### config.mk
export PLATFORM = sky130hd
export DESIGN_NAME = sb_issue_ctrl
export DESIGN_NICKNAME = d
export VERILOG_FILES = /design/src/rtl/sb_pkg.sv /design/src/rtl/sb_prod_table.sv /design/src/rtl/sb_stage_slot.sv /design/src/rtl/sb_exec_timer.sv /design/src/rtl/sb_issue_ctrl.sv
export SDC_FILE = /design/constraint.sdc
export NUM_CORES = 1
export LEC_CHECK = 0
export ABC_AREA = 0
export BUFFER_PORTS_ARGS = -buffer_cell sky130_fd_sc_hd__buf_4
export CORE_MARGIN = 4
export CORE_UTILIZATION = 60
export CTS_CLUSTER_SIZE = 14
export DETAILED_ROUTE_END_ITERATION = 10
export PLACE_DENSITY = 0.81
export RECOVER_POWER = 25
export SYNTH_ARGS = -nofsm -noshare
export SYNTH_HDL_FRONTEND = slang
export SYNTH_HIERARCHICAL = 1
export SYNTH_SLANG_ARGS = --single-unit
export TNS_END_PERCENT = 5
### constraint.sdc
create_clock -name clk -period 5.8 [get_ports clk]
set_input_delay 0.29 -clock clk [delete_from_list [all_inputs] [get_ports clk]]
set_output_delay 0.29 -clock clk [all_outputs]
set_load 0.05 [all_outputs]
### src/rtl/sb_pkg.sv
// Package: shared unit codes and counts for the scoreboard issue control.
// Assumes exactly three functional unit kinds, indexed by their code.
package sb_pkg;
    typedef enum logic [1:0] {
        UNIT_ADD  = 2'd0,
        UNIT_MUL  = 2'd1,
        UNIT_DIV  = 2'd2,
        UNIT_NONE = 2'd3
    } unit_e;

    localparam int NUM_UNITS = 3;
    localparam int UNIT_W    = 2;
endpackage

### src/rtl/sb_prod_table.sv
// Producer table: one busy bit and one producing-unit tag per register.
// A register with no producer is ready. Set happens at issue, clear at the
// edge that ends a completion. Assumes the issuer never sets a busy register.
module sb_prod_table #(
    parameter int NREG   = 32,
    parameter int UNIT_W = 2,
    localparam int REG_W = $clog2(NREG)
) (
    input  logic                         clk,
    input  logic                         rst_n,
    input  logic                         set_en,
    input  logic [REG_W-1:0]             set_reg,
    input  logic [UNIT_W-1:0]            set_unit,
    input  logic [NREG-1:0]              clr_vec,
    output logic [NREG-1:0]              busy,
    output logic [NREG-1:0][UNIT_W-1:0]  owner
);

    // Purpose: track the in-flight producer of every register.
    always_ff @(posedge clk) begin
        if (!rst_n) begin
            busy  <= '0;
            owner <= '0;
        end else begin
            for (int r = 0; r < NREG; r++) begin
                if (clr_vec[r]) begin
                    busy[r] <= 1'b0;
                end
                if (set_en && (set_reg == REG_W'(r))) begin
                    busy[r]  <= 1'b1;
                    owner[r] <= set_unit;
                end
            end
        end
    end

    // a register gains a second writer never
    assert_single_writer_R3: assert property (@(posedge clk) disable iff (!rst_n)
        set_en |-> !busy[set_reg]);

    // only an in-flight register can be completed
    assert_clear_inflight_R6: assert property (@(posedge clk) disable iff (!rst_n)
        (clr_vec & ~busy) == '0);

endmodule

### src/rtl/sb_stage_slot.sv
// Staging slot: holds one issued instruction for a unit until dispatch.
// Each source carries a wait bit captured at issue. The bit clears when the
// producer of that register completes. Assumes load only when empty or
// dispatching.
module sb_stage_slot #(
    parameter int NREG   = 32,
    localparam int REG_W = $clog2(NREG)
) (
    input  logic             clk,
    input  logic             rst_n,
    input  logic             load,
    input  logic [REG_W-1:0] ld_dst,
    input  logic [REG_W-1:0] ld_s1,
    input  logic [REG_W-1:0] ld_s2,
    input  logic             ld_w1,
    input  logic             ld_w2,
    input  logic             fire,
    input  logic [NREG-1:0]  clr_vec,
    output logic             vld,
    output logic [REG_W-1:0] dst,
    output logic [REG_W-1:0] s1,
    output logic [REG_W-1:0] s2,
    output logic             ready
);

    logic w1, w2;

    // Purpose: capture a new instruction, drop it on dispatch, release waits.
    always_ff @(posedge clk) begin
        if (!rst_n) begin
            vld <= 1'b0;
            w1  <= 1'b0;
            w2  <= 1'b0;
            dst <= '0;
            s1  <= '0;
            s2  <= '0;
        end else if (load) begin
            vld <= 1'b1;
            dst <= ld_dst;
            s1  <= ld_s1;
            s2  <= ld_s2;
            w1  <= ld_w1;
            w2  <= ld_w2;
        end else begin
            if (fire) begin
                vld <= 1'b0;
            end
            w1 <= w1 & ~clr_vec[s1];
            w2 <= w2 & ~clr_vec[s2];
        end
    end

    // Purpose: the slot may dispatch once no source is still awaited.
    assign ready = vld & ~w1 & ~w2;

    // a load never overwrites an instruction that is not leaving
    assert_load_free_slot_R11: assert property (@(posedge clk) disable iff (!rst_n)
        load |-> (!vld || fire));

    // a dispatched instruction leaves the slot unless refilled
    assert_fire_empties_R5: assert property (@(posedge clk) disable iff (!rst_n)
        (fire && !load) |=> !vld);

endmodule

### src/rtl/sb_exec_timer.sv
// Execution timing model of one functional unit. The pipelined variant
// shifts a token through LAT stages. The non-pipelined variant counts LAT
// cycles down and refuses work until the count reaches zero. done pulses in
// the LAT-th cycle after the start edge. Assumes LAT >= 2.
module sb_exec_timer #(
    parameter int LAT       = 4,
    parameter bit PIPELINED = 1'b0,
    parameter int REG_W     = 5
) (
    input  logic             clk,
    input  logic             rst_n,
    input  logic             start,
    input  logic [REG_W-1:0] start_dst,
    output logic             free,
    output logic             done,
    output logic [REG_W-1:0] done_dst
);

    generate
        if (PIPELINED) begin : g_pipe
            logic [LAT-1:0]   tok;
            logic [REG_W-1:0] tdst [LAT];

            // Purpose: advance every token one stage per cycle.
            always_ff @(posedge clk) begin
                if (!rst_n) begin
                    tok <= '0;
                    for (int i = 0; i < LAT; i++) tdst[i] <= '0;
                end else begin
                    tok[0]  <= start;
                    tdst[0] <= start_dst;
                    for (int i = 1; i < LAT; i++) begin
                        tok[i]  <= tok[i-1];
                        tdst[i] <= tdst[i-1];
                    end
                end
            end

            assign free     = 1'b1;
            assign done     = tok[LAT-1];
            assign done_dst = tdst[LAT-1];
        end else begin : g_seq
            localparam int CW = $clog2(LAT + 1);
            logic [CW-1:0]    cnt;
            logic [REG_W-1:0] dst_q;

            // Purpose: count the single operation in flight down to zero.
            always_ff @(posedge clk) begin
                if (!rst_n) begin
                    cnt   <= '0;
                    dst_q <= '0;
                end else if (start) begin
                    cnt   <= CW'(LAT);
                    dst_q <= start_dst;
                end else if (cnt != '0) begin
                    cnt <= cnt - CW'(1);
                end
            end

            assign free     = (cnt == '0);
            assign done     = (cnt == CW'(1));
            assign done_dst = dst_q;

            // no second operation while one is executing
            assert_start_when_idle_R7: assert property (@(posedge clk) disable iff (!rst_n)
                start |-> (cnt == '0));

            // the unit is free again right after completing
            assert_free_after_done_R7: assert property (@(posedge clk) disable iff (!rst_n)
                done |=> (cnt == '0));
        end
    endgenerate

endmodule

### src/rtl/sb_issue_ctrl.sv
// Scoreboard issue and dispatch control (top).
// In-order issue from the instruction register into per-unit staging slots,
// limited only by a busy slot or a WAW conflict. Out-of-order dispatch from
// each slot once its unit is free and its awaited sources are written.
// Assumes the producer of ir_* holds the instruction until ir_ready.
module sb_issue_ctrl #(
    parameter int NREG    = 32,
    parameter int ADD_LAT = 4,
    parameter int MUL_LAT = 4,
    parameter int DIV_LAT = 6,
    localparam int REG_W  = $clog2(NREG),
    localparam int NU     = sb_pkg::NUM_UNITS
) (
    input  logic                clk,
    input  logic                rst_n,
    input  logic                ir_valid,
    input  logic [1:0]          ir_unit,
    input  logic [REG_W-1:0]    ir_dst,
    input  logic [REG_W-1:0]    ir_src1,
    input  logic [REG_W-1:0]    ir_src2,
    output logic                ir_ready,
    output logic [NU-1:0]       disp_valid,
    output logic [NU*REG_W-1:0] disp_rs1,
    output logic [NU*REG_W-1:0] disp_rs2,
    output logic [NU-1:0]       cmp_valid,
    output logic [NU*REG_W-1:0] cmp_dst,
    output logic [NU-1:0]       stage_busy,
    output logic [NREG-1:0]     reg_busy
);
    import sb_pkg::*;

    logic [NU-1:0]    slot_vld, slot_rdy, unit_free, slot_fire, slot_load, done;
    logic [REG_W-1:0] slot_dst [NU];
    logic [REG_W-1:0] slot_s1  [NU];
    logic [REG_W-1:0] slot_s2  [NU];
    logic [REG_W-1:0] done_dst [NU];
    logic [NREG-1:0]  clr_vec;
    logic [NREG-1:0][UNIT_W-1:0] owner;
    logic             slot_open, issue_fire, wait1, wait2;

    // Purpose: one-hot clear vector of the registers completing this cycle.
    always_comb begin
        clr_vec = '0;
        for (int u = 0; u < NU; u++) begin
            if (done[u]) clr_vec[done_dst[u]] = 1'b1;
        end
    end

    // Purpose: is the staging slot of the requested unit able to take work.
    always_comb begin
        slot_open = 1'b0;
        for (int u = 0; u < NU; u++) begin
            if (ir_unit == 2'(u)) slot_open = !slot_vld[u] || slot_fire[u];
        end
    end

    // Purpose: in-order issue decision (structural and WAW only).
    assign issue_fire = ir_valid && slot_open && !reg_busy[ir_dst];
    assign ir_ready   = issue_fire;

    // Purpose: capture which sources still await a producer at issue.
    assign wait1 = reg_busy[ir_src1] && !clr_vec[ir_src1];
    assign wait2 = reg_busy[ir_src2] && !clr_vec[ir_src2];

    sb_prod_table #(
        .NREG   (NREG),
        .UNIT_W (UNIT_W)
    ) prod_i (
        .clk      (clk),
        .rst_n    (rst_n),
        .set_en   (issue_fire),
        .set_reg  (ir_dst),
        .set_unit (ir_unit),
        .clr_vec  (clr_vec),
        .busy     (reg_busy),
        .owner    (owner)
    );

    generate
        for (genvar u = 0; u < NU; u++) begin : g_unit
            localparam int LAT_U = (u == int'(UNIT_ADD)) ? ADD_LAT :
                                   (u == int'(UNIT_MUL)) ? MUL_LAT : DIV_LAT;
            localparam bit PIPE_U = (u == int'(UNIT_ADD));

            // Purpose: route the issuing instruction to this unit's slot.
            assign slot_load[u] = issue_fire && (ir_unit == 2'(u));
            // Purpose: dispatch when operands are ready and the unit is free.
            assign slot_fire[u] = slot_rdy[u] && unit_free[u];

            sb_stage_slot #(
                .NREG (NREG)
            ) slot_i (
                .clk     (clk),
                .rst_n   (rst_n),
                .load    (slot_load[u]),
                .ld_dst  (ir_dst),
                .ld_s1   (ir_src1),
                .ld_s2   (ir_src2),
                .ld_w1   (wait1),
                .ld_w2   (wait2),
                .fire    (slot_fire[u]),
                .clr_vec (clr_vec),
                .vld     (slot_vld[u]),
                .dst     (slot_dst[u]),
                .s1      (slot_s1[u]),
                .s2      (slot_s2[u]),
                .ready   (slot_rdy[u])
            );

            sb_exec_timer #(
                .LAT       (LAT_U),
                .PIPELINED (PIPE_U),
                .REG_W     (REG_W)
            ) timer_i (
                .clk       (clk),
                .rst_n     (rst_n),
                .start     (slot_fire[u]),
                .start_dst (slot_dst[u]),
                .free      (unit_free[u]),
                .done      (done[u]),
                .done_dst  (done_dst[u])
            );

            assign disp_rs1[u*REG_W +: REG_W] = slot_s1[u];
            assign disp_rs2[u*REG_W +: REG_W] = slot_s2[u];
            assign cmp_dst[u*REG_W +: REG_W]  = done_dst[u];

            // a completion belongs to the unit recorded as producer
            assert_owner_match_R6: assert property (@(posedge clk) disable iff (!rst_n)
                done[u] |-> (reg_busy[done_dst[u]] && owner[done_dst[u]] == 2'(u)));
        end
    endgenerate

    assign disp_valid = slot_fire;
    assign cmp_valid  = done;
    assign stage_busy = slot_vld;

    // the unknown unit code never issues
    assert_no_issue_unknown_R2: assert property (@(posedge clk) disable iff (!rst_n)
        issue_fire |-> (ir_unit != UNIT_NONE));

    // an issued destination is busy right after the issue edge
    assert_dst_marked_R3: assert property (@(posedge clk) disable iff (!rst_n)
        issue_fire |=> reg_busy[$past(ir_dst)]);

endmodule

=== After elaboration in Yosys (flattened, before gate mapping) ===
Memory sizes are Yosys's and may differ from the RTL's.
Index checks and enable logic that the tools add are counted.

* Bits in registers: 106
* Bits in writable memories: 20
* Logic and storage cells: 359
* Memories: 1

{| class="wikitable"
|+ Memory list
! memory !! depth !! bits a word !! read ports !! clocked after Yosys merged registers in !! write ports !! line !! text
|-
| g_unit[0].timer_i.g_pipe.tdst || 4 || 5 || 4 || 0 || 4 || sb_exec_timer.sv:22 || <nowiki>logic [REG_W-1:0] tdst [LAT];</nowiki>
|}

* $add $sub $neg: 2
* Order comparisons: 15
* Equal/unequal tests: 35
* Multiplexer cells: 120
* Bitwise logic cells: 31
* Reduce and logical (&&, ||, !) cells: 98

{| class="wikitable"
|+ Operators by type and width
! operator !! count
|-
| 32-bit two-way mux || 3
|-
| 1-bit two-way mux || 95
|-
| 5-bit equality test, second input constant || 16
|-
| 2-bit nonzero test || 37
|-
| 5-bit by 6-bit less-than comparator with 1-bit output, second input constant || 12
|-
| 32-bit bitwise OR || 2
|-
| 1-bit binary-select mux with 5-bit select || 11
|-
| 1-bit logical AND || 44
|-
| 5-bit by 4-bit equality test with 1-bit output, second input constant || 8
|-
| 5-bit by 3-bit equality test with 1-bit output, second input constant || 4
|-
| 5-bit two-way mux || 4
|-
| 1-bit demux with 5-bit select || 3
|-
| 5-bit by 1-bit >= comparator with 1-bit output, second input constant || 3
|-
| 1-bit NOT || 13
|-
| 1-bit AND || 12
|-
| 3-bit two-way mux || 4
|-
| 5-bit by 2-bit equality test with 1-bit output, second input constant || 2
|-
| 3-bit by 1-bit equality test with 1-bit output, second input constant || 2
|-
| 1-bit zero test || 6
|-
| 3-bit zero test || 2
|-
| 3-bit nonzero test || 2
|-
| 3-bit by 1-bit subtractor with 3-bit output, second input constant || 2
|-
| 5-bit by 1-bit equality test with 1-bit output, second input constant || 1
|-
| 5-bit zero test || 1
|-
| 6 further kinds || 12
|}

=== Longest topological paths before layout ===
An unclocked memory read counts as a cell.

* Depth in word-level cells: 15
* Mapped depth: 15
* Mapped depth without buffers: 13

=== Modules after synthesis ===
The synthesis kept the hierarchy.

{| class="wikitable"
|+ By module, submodules not included
! module !! times used !! cells an instance !! area an instance (µm²) !! sequential area each (µm²)
|-
| sb_stage_slot || 3 || 120 || 1301.2 || 360.3
|-
| sb_prod_table || 1 || 355 || 3580.9 || 1921.8
|-
| sb_issue_ctrl || 1 || 303 || 2357.3 || 0.0
|-
| sb_exec_timer (g_unit[0].timer_i) || 1 || 52 || 686.9 || 480.5
|-
| sb_exec_timer (g_unit[1].timer_i) || 1 || 36 || 362.8 || 160.2
|-
| sb_exec_timer (g_unit[2].timer_i) || 1 || 28 || 306.5 || 160.2
|}

=== Least setup slack after synthesis ===
OpenSTA, ideal clock, no wires.

* Path kind: reg2reg
* Start point: reg g_unit[2].slot_i.vld
* End point: reg g_unit[2].slot_i.w1
* Library setup time: 0.117 ns
* Arrival time: 3.344 ns
* Data required time: 5.683 ns
* Slack: 2.338 ns
* Stages on the path, launching flop included: 12
* Buffers on the path: 2
* Period minus slack after synthesis: 3.462 ns
* Cells stage by stage: dfxtp_1 -> nor3b_1 -> and2_1 -> o21ai_0 -> a31oi_1 -> and3_1 -> and3b_1 -> clkbuf_1 -> buf_2 -> nand4b_1 -> a31oi_1 -> a32o_1

* Word-level cells in the longest chain between the ends: 9
* Elaborated cells on any way between the ends: 10

{| class="wikitable"
|+ Ends and longest elaborated chain
! item !! line !! text
|-
| start: declaration || sb_stage_slot.sv:19 || <nowiki>output logic vld,</nowiki>
|-
| start signal: assignment || sb_stage_slot.sv:31 || <nowiki>vld <= 1'b0;</nowiki>
|-
| start signal: assignment || sb_stage_slot.sv:38 || <nowiki>vld <= 1'b1;</nowiki>
|-
| start signal: assignment || sb_stage_slot.sv:46 || <nowiki>vld <= 1'b0;</nowiki>
|-
| 1-bit AND (2 in series) || sb_stage_slot.sv:54 || <nowiki>assign ready = vld & ~w1 & ~w2;</nowiki>
|-
| via slot_rdy[2] || sb_issue_ctrl.sv:32 || <nowiki>logic [NU-1:0] slot_vld, slot_rdy, unit_free, slot_fire, slot_load, done;</nowiki>
|-
| 1-bit logical AND || sb_issue_ctrl.sv:88 || <nowiki>assign slot_fire[u] = slot_rdy[u] && unit_free[u];</nowiki>
|-
| via disp_valid[2] || sb_issue_ctrl.sv:22 || <nowiki>output logic [NU-1:0] disp_valid,</nowiki>
|-
| 1-bit logical OR || sb_issue_ctrl.sv:53 || <nowiki>if (ir_unit == 2'(u)) slot_open = !slot_vld[u] || slot_fire[u];</nowiki>
|-
| 1-bit two-way mux || sb_issue_ctrl.sv:53 ||
|-
| 1-bit logical AND (2 in series) || sb_issue_ctrl.sv:58 || <nowiki>assign issue_fire = ir_valid && slot_open && !reg_busy[ir_dst];</nowiki>
|-
| via ir_ready || sb_issue_ctrl.sv:21 || <nowiki>output logic ir_ready,</nowiki>
|-
| 1-bit logical AND || sb_issue_ctrl.sv:86 || <nowiki>assign slot_load[u] = issue_fire && (ir_unit == 2'(u));</nowiki>
|-
| via slot_load[2] || sb_issue_ctrl.sv:32 ||
|-
| 1-bit two-way mux || sb_stage_slot.sv:37 || <nowiki>end else if (load) begin</nowiki>
|-
| end signal: assignment || sb_stage_slot.sv:42 || <nowiki>w1 <= ld_w1;</nowiki>
|-
| end signal: assignment || sb_stage_slot.sv:48 || <nowiki>w1 <= w1 & ~clr_vec[s1];</nowiki>
|-
| end: declaration || sb_stage_slot.sv:26 || <nowiki>logic w1, w2;</nowiki>
|}

The timed path passes the listed nets, and every way through them passes these cells.
A chain may end at the register's enable or synchronous reset.

=== Worst setup path after layout ===
* Start point: reg g_unit[2].slot_i.w2
* End point: reg g_unit[2].slot_i.w2

* Word-level cells in the longest chain between the ends: 9
* Elaborated cells on any way between the ends: 10

{| class="wikitable"
|+ Ends and longest elaborated chain
! item !! line !! text
|-
| start: declaration || sb_stage_slot.sv:26 ||
|-
| start signal: assignment || sb_stage_slot.sv:43 || <nowiki>w2 <= ld_w2;</nowiki>
|-
| start signal: assignment || sb_stage_slot.sv:49 || <nowiki>w2 <= w2 & ~clr_vec[s2];</nowiki>
|-
| 1-bit NOT || sb_stage_slot.sv:54 ||
|-
| 1-bit AND || sb_stage_slot.sv:54 ||
|-
| via slot_rdy[2] || sb_issue_ctrl.sv:32 ||
|-
| 1-bit logical AND || sb_issue_ctrl.sv:88 ||
|-
| 1-bit logical OR || sb_issue_ctrl.sv:53 ||
|-
| 1-bit two-way mux || sb_issue_ctrl.sv:53 ||
|-
| 1-bit logical AND (2 in series) || sb_issue_ctrl.sv:58 ||
|-
| 1-bit logical AND || sb_issue_ctrl.sv:86 ||
|-
| via slot_load[2] || sb_issue_ctrl.sv:32 ||
|-
| 1-bit two-way mux || sb_stage_slot.sv:37 ||
|}

The timed path passes the listed nets, and every way through them passes these cells.

==> results.tsv <==
metric	value	unit
Leak	3.71	nW
die span in x	130	um
global-route wire length before repair	46600	um
final core utilization	69.6	%
Hold Crit Class	in2reg	
delay-heaviest family, CP	simple AND/OR/NAND/NOR gates	
multi-input logic area	6040	um2
worst skew pair latency	0.43	ns
number of antenna violations at the first check in global routing	1	
io pins	107	
hold buffers post-CTS	0	
Syn Area/Cell	9.67	um2
synth-to-layout area growth	13.0	%
commonest non-fill, non-tap cell in the layout	dfxtp_1	
critical path type	reg2reg	
htree depth	4	
crit path cell chain	nor3b_1 > and2_1 > o21ai_0 > a31oi_1 > and3_1 > and3b_1 > buf_4 > a31oi_1 > o21ai_0 > o311ai_0 > o22ai_1	
Pwr Total	2.44	mW
vias in the first global route	7942	
Hold Vio Cnt, Final	0	
gr usage total	36.4	%
vias per cell	7.11	
drt pass-1 iters	10	
Layout fillers	1124	
clock root cell	clkbuf_16	
Register Area	2520	um2
pwr/cell area	240	nW/um2
Final Routed Wirelength	31000	um
core area	14600	um2
grt ovf	0	
failing checks	capacitance limit, slew limit	
Die Ht	130	um
pin count of the biggest net entering global routing	93	
Worst EP required	6.14	ns
Data arrival, critical path	4.49	ns
Starting Density	61.6	%
Clock Skew	0.0112	ns
Core Rows	44	
fraction of layout cells with a size suffix above 1	21.6	%
DR DRC count	0	
clk slew on worst S/H paths	0.07	ns
Clock Sinks	126	
Max FO, Critical Path	17	
hold slack	0.194	ns
fin. max-slew vios	140	
worst-margin pin slew	3.46	ns
placed inst area	9660	um2
synthesized area	8990	um2
Iter 0 DRT Violations	1553	
Slew headroom	-131	%
Placer Congestion	1.04	
synthesized instance count	930	
slowest cell delay on critical path	0.89	ns
fmax	241	MHz
clk buf depth	2	
Post-CTS Setup Bufs	0	
Max Cap Violations	2	
Setup TNS	0	ns
slowest stage cell, crit path	and3b_1	
DIE AREA	17000	um2
crit end category	register	
final period utilization	71.6	%
DR vias	8458	
wire per inst	26.1	um
worst vdd ir	0.204	mV
Critical path buffers and inverters	1	
setup repair after global routing missed its margin	false	
outcome	finished with violations	
Setup-failing EPs final	0	
DPL Wire Length	20800	um
Post-layout nets	1014	
final worst path period need	4.15	ns
YS warnings	6	
most frequent cells in the layout	126 x dfxtp_1, 88 x nand2_1, 81 x nor2b_1, 79 x buf_4, 74 x mux2i_1	
TritonCTS clock tree	built	
post-route ant nets	0	
final instance area	10200	um2
syn_nets	953	
Num CTS Buffers	17	
IO Port Bufs	106	
CP startpoint kind	register	
CTS resizes	0	
## stage by stage
step	std cells	setup WS, ns
6_report	1190	1.65
5_1_grt	1188	1.39
4_1_cts	1188	1.93
3_5_place_dp	1156	1.76
3_3_place_gp	1156	1.83
2_1_floorplan	930	2.34
## where the power goes
part / switching [mW] / leakage, nW / internal (mW)
Combinational: 0.232 / 2.40 / 0.154
Clock: 0.466 / 0.291 / 0.661
Sequential: 0.0354 / 1.02 / 0.890
Total: 0.734 / 3.71 / 1.70
## worst min-delay path, cell delays in order
cell and delay [ns]:
buf_4 0.13, mux2i_1 0.08, nor2b_1 0.09
## area by class of cell
type	count	area share [%]
clock inverters	14	1.66
flip-flops and latches	126	24.8
well taps	184	2.27
inverters	11	0.406
multi-input cells	725	59.5
diodes	2	0.0493
repair buffers	110	6.98
clock buffers	18	4.32
## path summary, 6_finish.rpt
path | from | endpoint | slack (ns) | cells after the start
setup reg to reg | g_unit[2].slot_i/w2 | g_unit[2].slot_i/w2 | 1.65 | 11
hold / removal | ir_src2[4] | g_unit[2].slot_i/s2[4] | 0.19 | 3
hold reg to reg | g_unit[0].timer_i/g_pipe.tok[2] | g_unit[0].timer_i/g_pipe.tok[3] | 0.43 | 1
setup / recovery | g_unit[2].slot_i/w2 | g_unit[2].slot_i/w2 | 1.65 | 11
## sequential cells by signal, indices dropped and copies added, names as in the netlist
name and cells:
g_unit.slot_i/dst 15, g_unit.timer_i/g_pipe.tdst 20, g_unit.timer_i/done_dst 10, g_unit.slot_i/w2 3, prod_i/busy 32, g_unit.timer_i/g_pipe.tok 4, g_unit.timer_i/g_seq.cnt 6, g_unit.slot_i/w1 3
g_unit.slot_i/vld 3, g_unit.slot_i/s1 15, g_unit.slot_i/s2 15
## metal layers
layer | share of wire, % | up-vias | wire length (um) | track usage, %
met1 | 37 | 3926 | 11400 | 48.4
met5 | 0.042 | - | 13 | 0
li1 | - | 3605 | - | -
met2 | 43 | 730 | 13300 | 53.7
met3 | 14 | 195 | 4330 | 11.3
met4 | 6.3 | 2 | 1960 | 19.0
Note: power is estimated with default switching activity, not from simulation.
